==> config.mk <==
export PLATFORM = sky130hd
export DESIGN_NAME = spi_short_xfer
export DESIGN_NICKNAME = d
export VERILOG_FILES = /design/src/rtl/spi_sx_pkg.sv /design/src/rtl/spi_sx_regs.sv /design/src/rtl/spi_sx_div.sv /design/src/rtl/spi_sx_seq.sv /design/src/rtl/spi_short_xfer.sv
export SDC_FILE = /design/constraint.sdc
export NUM_CORES = 1
export LEC_CHECK = 0
export ABC_AREA = 1
export CORE_MARGIN = 5
export CORE_UTILIZATION = 46
export CTS_CLUSTER_DIAMETER = 120
export DETAILED_ROUTE_END_ITERATION = 10
export SLEW_MARGIN = 20
export SYNTH_ARGS = -nofsm -noshare
export SYNTH_HDL_FRONTEND = slang
export SYNTH_SLANG_ARGS = --single-unit
==> constraint.sdc <==
create_clock -name clk -period 3.61 [get_ports clk]
set_clock_uncertainty 0.05 [all_clocks]
set_input_delay 0.5415 -clock clk [delete_from_list [all_inputs] [get_ports clk]]
set_output_delay 0.5415 -clock clk [all_outputs]
set_load 0.05 [all_outputs]
==> src/rtl/spi_sx_pkg.sv <==
package spi_sx_pkg;

  localparam int BYTE_W     = 8;
  localparam int TX_MAX     = 5;
  localparam int RX_MAX     = 3;
  localparam int TX_VEC_W   = TX_MAX * BYTE_W;
  localparam int BIT_CNT_W  = $clog2((TX_MAX + RX_MAX) * BYTE_W + 1);

  localparam logic [2:0] SPD_SLOW = 3'd4;
  localparam logic [2:0] SPD_FAST = 3'd5;

  localparam logic [2:0] OFS_CTRL  = 3'd0;
  localparam logic [2:0] OFS_CMD   = 3'd1;
  localparam logic [2:0] OFS_ADR_L = 3'd2;
  localparam logic [2:0] OFS_ADR_M = 3'd3;
  localparam logic [2:0] OFS_ADR_H = 3'd4;
  localparam logic [2:0] OFS_RX0   = 3'd5;
  localparam logic [2:0] OFS_RX1   = 3'd6;
  localparam logic [2:0] OFS_XTRA  = 3'd7;

  typedef enum logic [1:0] {SQ_IDLE, SQ_SHIFT, SQ_TAIL, SQ_DONE} sq_state_t;

  typedef struct packed {
    logic [BYTE_W-1:0] cmd;
    logic [BYTE_W-1:0] adr_h;
    logic [BYTE_W-1:0] adr_m;
    logic [BYTE_W-1:0] adr_l;
    logic [BYTE_W-1:0] xtra;
  } tx_bytes_t;

  // Outgoing byte count for a two-bit length code.
  function automatic logic [2:0] tx_len(input logic [1:0] code);
    case (code)
      2'd0:    return 3'd1;
      2'd1:    return 3'd2;
      2'd2:    return 3'd4;
      default: return 3'd5;
    endcase
  endfunction

  // Outgoing bytes, left aligned, first byte on the wire in the top bits.
  function automatic logic [TX_VEC_W-1:0] pack_tx(input logic [1:0] code,
                                                  input tx_bytes_t b);
    case (code)
      2'd0:    return {b.cmd, 32'h0};
      2'd1:    return {b.cmd, b.xtra, 24'h0};
      2'd2:    return {b.cmd, b.adr_h, b.adr_m, b.adr_l, 8'h0};
      default: return {b.cmd, b.adr_h, b.adr_m, b.adr_l, b.xtra};
    endcase
  endfunction

  function automatic logic [BIT_CNT_W-1:0] tx_bits(input logic [1:0] code);
    return BIT_CNT_W'(tx_len(code)) << 3;
  endfunction

  function automatic logic [BIT_CNT_W-1:0] all_bits(input logic [1:0] code,
                                                    input logic [1:0] rcnt);
    return tx_bits(code) + (BIT_CNT_W'(rcnt) << 3);
  endfunction

endpackage

==> src/rtl/spi_sx_regs.sv <==
module spi_sx_regs
  import spi_sx_pkg::*;
(
  input  logic              clk,
  input  logic              rst_n,
  input  logic              wr,
  input  logic [2:0]        addr,
  input  logic [BYTE_W-1:0] wdata,
  output logic [BYTE_W-1:0] rdata,
  input  logic              busy,
  input  logic              rx_we,
  input  logic [1:0]        rx_idx,
  input  logic [BYTE_W-1:0] rx_byte,
  output logic              start,
  output logic [1:0]        start_code,
  output logic [1:0]        start_rcnt,
  output logic              start_fast,
  output tx_bytes_t         txb
);

  logic [6:0]        ctrl_q;
  tx_bytes_t         txb_q;
  logic [BYTE_W-1:0] rx_q [RX_MAX];
  logic              wr_ok;
  logic [2:0]        spd_field;

  assign wr_ok      = wr && !busy;
  assign spd_field  = wdata[6:4];
  assign start      = wr_ok && (addr == OFS_CTRL) &&
                      ((spd_field == SPD_SLOW) || (spd_field == SPD_FAST));
  assign start_code = wdata[1:0];
  assign start_rcnt = wdata[3:2];
  assign start_fast = (spd_field == SPD_FAST);
  assign txb        = txb_q;

  always_ff @(posedge clk or negedge rst_n) begin
    if (!rst_n) begin
      ctrl_q <= '0;
      txb_q  <= '0;
    end else if (wr_ok) begin
      case (addr)
        OFS_CTRL:  ctrl_q      <= wdata[6:0];
        OFS_CMD:   txb_q.cmd   <= wdata;
        OFS_ADR_L: txb_q.adr_l <= wdata;
        OFS_ADR_M: txb_q.adr_m <= wdata;
        OFS_ADR_H: txb_q.adr_h <= wdata;
        OFS_XTRA:  txb_q.xtra  <= wdata;
        default: ;
      endcase
    end
  end

  generate
    for (genvar g = 0; g < RX_MAX; g++) begin : g_rx
      always_ff @(posedge clk or negedge rst_n) begin
        if (!rst_n)
          rx_q[g] <= '0;
        else if (rx_we && (rx_idx == 2'(g)))
          rx_q[g] <= rx_byte;
      end
    end
  endgenerate

  always_comb begin
    case (addr)
      OFS_CTRL:  rdata = {busy, ctrl_q};
      OFS_CMD:   rdata = txb_q.cmd;
      OFS_ADR_L: rdata = txb_q.adr_l;
      OFS_ADR_M: rdata = txb_q.adr_m;
      OFS_ADR_H: rdata = txb_q.adr_h;
      OFS_RX0:   rdata = rx_q[0];
      OFS_RX1:   rdata = rx_q[1];
      default:   rdata = rx_q[2];
    endcase
  end

  AST_TX_FROZEN_BUSY: assert property (@(posedge clk) disable iff (!rst_n)
    (busy && $past(busy)) |-> $stable(txb_q)) else $error("tx bytes moved while busy");
  AST_RX_ONLY_BUSY: assert property (@(posedge clk) disable iff (!rst_n)
    rx_we |-> busy) else $error("receive write outside transfer");

endmodule

==> src/rtl/spi_sx_div.sv <==
module spi_sx_div #(
  parameter int HALF_FAST = 1,
  parameter int HALF_SLOW = 2
) (
  input  logic clk,
  input  logic rst_n,
  input  logic run,
  input  logic fast,
  output logic tick
);

  localparam int HMAX = (HALF_FAST > HALF_SLOW) ? HALF_FAST : HALF_SLOW;
  localparam int CW   = (HMAX > 1) ? $clog2(HMAX) : 1;
  localparam logic [CW-1:0] LIM_FAST = CW'(HALF_FAST - 1);
  localparam logic [CW-1:0] LIM_SLOW = CW'(HALF_SLOW - 1);

  logic [CW-1:0] cnt_q;
  logic [CW-1:0] lim;

  assign lim  = fast ? LIM_FAST : LIM_SLOW;
  assign tick = run && (cnt_q == lim);

  always_ff @(posedge clk or negedge rst_n) begin
    if (!rst_n)
      cnt_q <= '0;
    else if (!run || tick)
      cnt_q <= '0;
    else
      cnt_q <= cnt_q + 1'b1;
  end

  AST_TICK_NEEDS_RUN: assert property (@(posedge clk) disable iff (!rst_n)
    tick |-> run) else $error("divider tick while stopped");
  AST_CNT_BOUND: assert property (@(posedge clk) disable iff (!rst_n)
    run |-> (cnt_q <= lim)) else $error("divider count past limit");

endmodule

==> src/rtl/spi_sx_seq.sv <==
module spi_sx_seq
  import spi_sx_pkg::*;
(
  input  logic              clk,
  input  logic              rst_n,
  input  logic              start,
  input  logic [1:0]        start_code,
  input  logic [1:0]        start_rcnt,
  input  logic              start_fast,
  input  tx_bytes_t         txb,
  input  logic              tick,
  input  logic              miso,
  output logic              run,
  output logic              fast,
  output logic              busy,
  output logic              sclk,
  output logic              cs_n,
  output logic              mosi,
  output logic              rx_we,
  output logic [1:0]        rx_idx,
  output logic [BYTE_W-1:0] rx_byte
);

  sq_state_t              st_q;
  logic [TX_VEC_W-1:0]    tx_sh_q;
  logic [BIT_CNT_W-1:0]   bit_q, txn_q, tot_q, rx_pos, bit_nx;
  logic [BYTE_W-2:0]      rx_sh_q;
  logic                   sclk_q, cs_n_q, mosi_q, fast_q;
  logic                   rise_ev, fall_ev, last_fall, rx_phase;

  assign run       = (st_q == SQ_SHIFT) || (st_q == SQ_TAIL);
  assign fast      = fast_q;
  assign busy      = (st_q != SQ_IDLE);
  assign sclk      = sclk_q;
  assign cs_n      = cs_n_q;
  assign mosi      = mosi_q;

  // Named events for the assertions and the receive path.
  assign rise_ev   = (st_q == SQ_SHIFT) && tick && !sclk_q;
  assign fall_ev   = (st_q == SQ_SHIFT) && tick && sclk_q;
  assign last_fall = fall_ev && (bit_q == tot_q - 1'b1);
  assign rx_phase  = (bit_q >= txn_q);
  assign rx_pos    = bit_q - txn_q;
  assign bit_nx    = bit_q + 1'b1;

  assign rx_we     = rise_ev && rx_phase && (rx_pos[2:0] == 3'd7);
  assign rx_idx    = rx_pos[4:3];
  assign rx_byte   = {rx_sh_q, miso};

  always_ff @(posedge clk or negedge rst_n) begin
    if (!rst_n) begin
      st_q    <= SQ_IDLE;
      tx_sh_q <= '0;
      bit_q   <= '0;
      txn_q   <= '0;
      tot_q   <= '0;
      rx_sh_q <= '0;
      sclk_q  <= 1'b0;
      cs_n_q  <= 1'b1;
      mosi_q  <= 1'b0;
      fast_q  <= 1'b0;
    end else begin
      case (st_q)
        SQ_IDLE: if (start) begin
          tx_sh_q <= pack_tx(start_code, txb);
          mosi_q  <= pack_tx(start_code, txb)[TX_VEC_W-1];
          txn_q   <= tx_bits(start_code);
          tot_q   <= all_bits(start_code, start_rcnt);
          bit_q   <= '0;
          fast_q  <= start_fast;
          cs_n_q  <= 1'b0;
          sclk_q  <= 1'b0;
          st_q    <= SQ_SHIFT;
        end
        SQ_SHIFT: begin
          if (rise_ev) begin
            sclk_q <= 1'b1;
            if (rx_phase) rx_sh_q <= {rx_sh_q[BYTE_W-3:0], miso};
          end else if (fall_ev) begin
            sclk_q <= 1'b0;
            if (last_fall) begin
              mosi_q <= 1'b0;
              st_q   <= SQ_TAIL;
            end else begin
              bit_q   <= bit_nx;
              tx_sh_q <= tx_sh_q << 1;
              mosi_q  <= (bit_nx < txn_q) ? tx_sh_q[TX_VEC_W-2] : 1'b0;
            end
          end
        end
        SQ_TAIL: if (tick) begin
          cs_n_q <= 1'b1;
          st_q   <= SQ_DONE;
        end
        default: st_q <= SQ_IDLE;
      endcase
    end
  end

  AST_SCLK_IDLE_LOW: assert property (@(posedge clk) disable iff (!rst_n)
    cs_n |-> !sclk) else $error("sclk high while deselected");
  AST_MOSI_STEADY_HIGH: assert property (@(posedge clk) disable iff (!rst_n)
    (!cs_n && sclk) |-> $stable(mosi)) else $error("mosi moved while sclk high");
  AST_SELECT_BUSY: assert property (@(posedge clk) disable iff (!rst_n)
    !cs_n |-> busy) else $error("selected while not busy");
  AST_BUSY_TAIL: assert property (@(posedge clk) disable iff (!rst_n)
    $rose(cs_n) |-> busy) else $error("busy gone at deselect");
  AST_BUSY_CLEAR: assert property (@(posedge clk) disable iff (!rst_n)
    $rose(cs_n) |=> !busy) else $error("busy late after deselect");
  AST_START_BUSY: assert property (@(posedge clk) disable iff (!rst_n)
    (start && !busy) |=> (busy && !cs_n)) else $error("start not taken");
  AST_START_IDLE_ONLY: assert property (@(posedge clk) disable iff (!rst_n)
    start |-> !busy) else $error("start while busy");
  AST_BIT_BOUND: assert property (@(posedge clk) disable iff (!rst_n)
    (st_q == SQ_SHIFT) |-> (bit_q < tot_q)) else $error("bit index past end");

endmodule

==> src/rtl/spi_short_xfer.sv <==
module spi_short_xfer
  import spi_sx_pkg::*;
#(
  parameter int HALF_FAST = 1,
  parameter int HALF_SLOW = 2
) (
  input  logic       clk,
  input  logic       rst_n,
  input  logic       bus_wr,
  input  logic [2:0] bus_addr,
  input  logic [7:0] bus_wdata,
  output logic [7:0] bus_rdata,
  output logic       sclk,
  output logic       cs_n,
  output logic       mosi,
  input  logic       miso
);

  logic              busy, start, start_fast, run, fast, tick, rx_we;
  logic [1:0]        start_code, start_rcnt, rx_idx;
  logic [BYTE_W-1:0] rx_byte;
  tx_bytes_t         txb;

  spi_sx_regs u_regs (
    .clk(clk), .rst_n(rst_n), .wr(bus_wr), .addr(bus_addr), .wdata(bus_wdata),
    .rdata(bus_rdata), .busy(busy), .rx_we(rx_we), .rx_idx(rx_idx),
    .rx_byte(rx_byte), .start(start), .start_code(start_code),
    .start_rcnt(start_rcnt), .start_fast(start_fast), .txb(txb)
  );

  spi_sx_div #(.HALF_FAST(HALF_FAST), .HALF_SLOW(HALF_SLOW)) u_div (
    .clk(clk), .rst_n(rst_n), .run(run), .fast(fast), .tick(tick)
  );

  spi_sx_seq u_seq (
    .clk(clk), .rst_n(rst_n), .start(start), .start_code(start_code),
    .start_rcnt(start_rcnt), .start_fast(start_fast), .txb(txb), .tick(tick),
    .miso(miso), .run(run), .fast(fast), .busy(busy), .sclk(sclk),
    .cs_n(cs_n), .mosi(mosi), .rx_we(rx_we), .rx_idx(rx_idx), .rx_byte(rx_byte)
  );

endmodule

==> flow_metrics.tcl <==
set metrics [dict create \
    rr_endpoint "u_regs.rx_q[14]" \
    critPathMostFrequentCell "nand3_1" \
    fin_util 0.547 \
    yosysMostFrequentCell "nand2_1" \
    cts_max_path_buffers 2 \
    cts_buffers 17 \
    dpl.hpwl_mm 12.0 \
    cts_max_level 4 \
    start_util 0.469 \
    synthFlopType "dfrtp_1" \
    firstDrtPassIters 5 \
    synth-seq-area-share 0.507 \
    critPathSlowestCell "clkdlybuf4s50_1" \
    tritoncts "yes" \
    maxCapViolations 0 \
    syn_area_um2 6820 \
    synthesis.nets 841 \
    min_period_ps 3200 \
    relSlewSlack 0.442 \
    grt_max_degree 89 \
    diodes 0 \
    die_h_um 132 \
    nets 861 \
    finalHoldViolations 0 \
    fin_area_um2 7960 \
    ios 26 \
    tns_ps 0 \
    synth_edf_count 0 \
    min_period_over_period 0.887 \
    setup_viol 0 \
    clk_pin_slew_ps 60 \
    clock_latency_ps 420 \
    area_growth_pct 16.7 \
    max-vdd-ir-drop_v 0.000453 \
    io_buffer_count 25 \
    drive_above_1_share 0.0859 \
    async_reset_ff_frac 1.00 \
    slowest_delay_ps 740 \
    cts_setup_buffers 0 \
    synth_top_area_frac 0.503 \
    start_kind "input port" \
    grt_first_pass_wirelength_mm 28.1 \
    cp.required_ps 3020 \
    worstMarginPinSlew_ps 838 \
    crit_path_end_kind "primary output" \
    hold_path_class "input port to asynchronous set/reset pin" \
    cp_max_fo 12 \
    holdBufCountCts 0 \
    post_dp_cell_area_um2 7290 \
    reg2reg_slack_ps 950 \
    cp_cell_sequence "clkdlybuf4s50_1 > inv_1 > nand3_1 > clkinv_1 > a22o_1 > a21oi_1 > nand3_1 > buf_12" \
    ctsResizeCount 0 \
    total_power_uw 6450 \
    power_density_nw_per_um2 811 \
    place.gp.congestion 0.865 \
    hold_slack_ps 138 \
    r2r_start "u_seq.bit_q[3]" \
    via_per_inst 5.34 \
    yosysTopAreaCell "dfrtp_1" \
    synth_cell_types 41 \
    core_area_um2 14500 \
    reg2regPathDepth 11 \
    wire_per_inst_um 16.5 \
    num_rows 44 \
    drc 0 \
    routed_wl_mm 16.8 \
    grt_util_all_layers 0.200 \
    ys_warn_count 0 \
    p_leak_uw 0.00370 \
    ys_ff_latch 138 \
    die_w_um 132 \
    yosys-top-cells-area "dfrtp_1 (50%), nand2_1 (11%), o21ai_0 (6.2%)" \
    globalRouteOverflowTotal 0 \
    finalMaxSlewViolations 0 \
    clock-root-buffer "clkbuf_16" \
    rsz0062_at_grt "false" \
    status "finished clean" \
    fmax_mhz 312 \
    vias 5456 \
    antenna_left 0 \
    worstPathArrival_ps 2610 \
    numClockSinks 138 \
    crit_type "input port to primary output" \
    dieArea_um2 17400 \
    synth_common_cells "nand2_1 (202), dfrtp_1 (137), inv_1 (94), o21ai_0 (84), nor2_1 (42)" \
    syn_area_per_cell_um2 8.47 \
    antenna_found_initial 0 \
    drt_iter0_markers 459 \
    grt_pass1_vias 5446 \
    synth_cells 805 \
]
==> routing by layer <==
metal | share of wire | global-route usage | wire length (um) | vias up
li1 | - | - | - | 2697
met1 | 0.48 | 0.286 | 8080 | 2642
met2 | 0.47 | 0.312 | 7870 | 103
met3 | 0.044 | 0.0450 | 737 | 14
met4 | 0.0089 | 0.0463 | 150 | 0
met5 | 0 | 0 | 0 | -
==> cell type report <==
class | count | area (um2)
fill | 1342 | 6580
tap | 184 | 230
sequential | 138 | 3450
multi-input combinational | 538 | 2830
clock buffer | 17 | 425
clock inverter | 15 | 245
timing repair buffer | 33 | 404
inverter | 97 | 364
==> logic make-up (layout without fill, tap and decap cells) <==
| logic type | count (synthesis) | in the layout | synth area share |
|---|---|---|---|
| buffers and inverters | 129 | 162 | 0.0782 |
| AO/OA/AOI/OAI | 197 | 197 | 0.164 |
| multiplexers | 15 | 15 | 0.0222 |
| flip-flops | 138 | 138 | 0.507 |
| XOR/XNOR | 3 | 3 | 0.00385 |
| AND/OR/NAND/NOR | 302 | 302 | 0.185 |
| adder cells (fa/ha/maj) | 21 | 21 | 0.0407 |
==> metrics by stage <==
stage	worst slack, ps	instances
global placement	432	990
global route	261	1022
detailed placement	419	990
finish	407	1022
floorplan	1310	805
CTS	412	1022
==> worst max-delay path, delay by kind of cell <==
| kind | cells | cell delay [ps] |
|---|---|---|
| buffers and inverters | 4 | 1350 |
| AO/OA/AOI/OAI | 2 | 420 |
| AND/OR/NAND/NOR | 2 | 290 |
==> how the worst max path moves through the flow <==
| stage | start | endpoint | slack [ps] | depth (start not counted) |
|---|---|---|---|---|
| 5_1_grt | bus_addr[0] | bus_rdata[1] | 260 | 8 |
| 3_5_place_dp | bus_addr[0] | bus_rdata[6] | 420 | 8 |
| 2_1_floorplan | bus_addr[1] | bus_rdata[0] | 1310 | 6 |
| 6_report | bus_addr[0] | bus_rdata[6] | 410 | 8 |
| 4_1_cts | bus_addr[0] | bus_rdata[6] | 410 | 8 |
| 3_3_place_gp | bus_addr[0] | bus_rdata[6] | 430 | 8 |
==> power breakdown <==
part	internal [uW]	total [uW]	leakage [uW]	switching, uW
Sequential	2040	2390	0.00178	350
Clock	1300	1970	0.000324	676
Combinational	751	2080	0.00160	1330
Total	4090	6450	0.00370	2360
==> cell usage in the layout, fill, tap and decap left out, types with 18 or more instances in the layout <==
master,netlist,layout
ha_1,19,18
nor2_1,42,42
a21oi_1,26,26
nand2_1,202,202
o21ai_1,33,33
inv_1,94,94
o22ai_1,21,21
dfrtp_1,137,137
nand3_1,27,27
o21ai_0,84,84
==> flip-flops by register name, summed over array words and instances, names as in the netlist <==
signal / flops
u_seq.tot_q: 4
u_seq.bit_q: 7
u_seq.cs_n: 1
u_seq.tx_sh_q: 39
u_seq.txn_q: 3
u_regs.rx_q: 24
u_seq.st_q: 2
u_seq.rx_sh_q: 7
u_seq.fast: 1
u_seq.mosi: 1
u_regs.txb: 40
u_div.cnt_q: 1
u_regs.ctrl_q: 7
u_seq.sclk: 1
(Power assumes the default switching activity.)
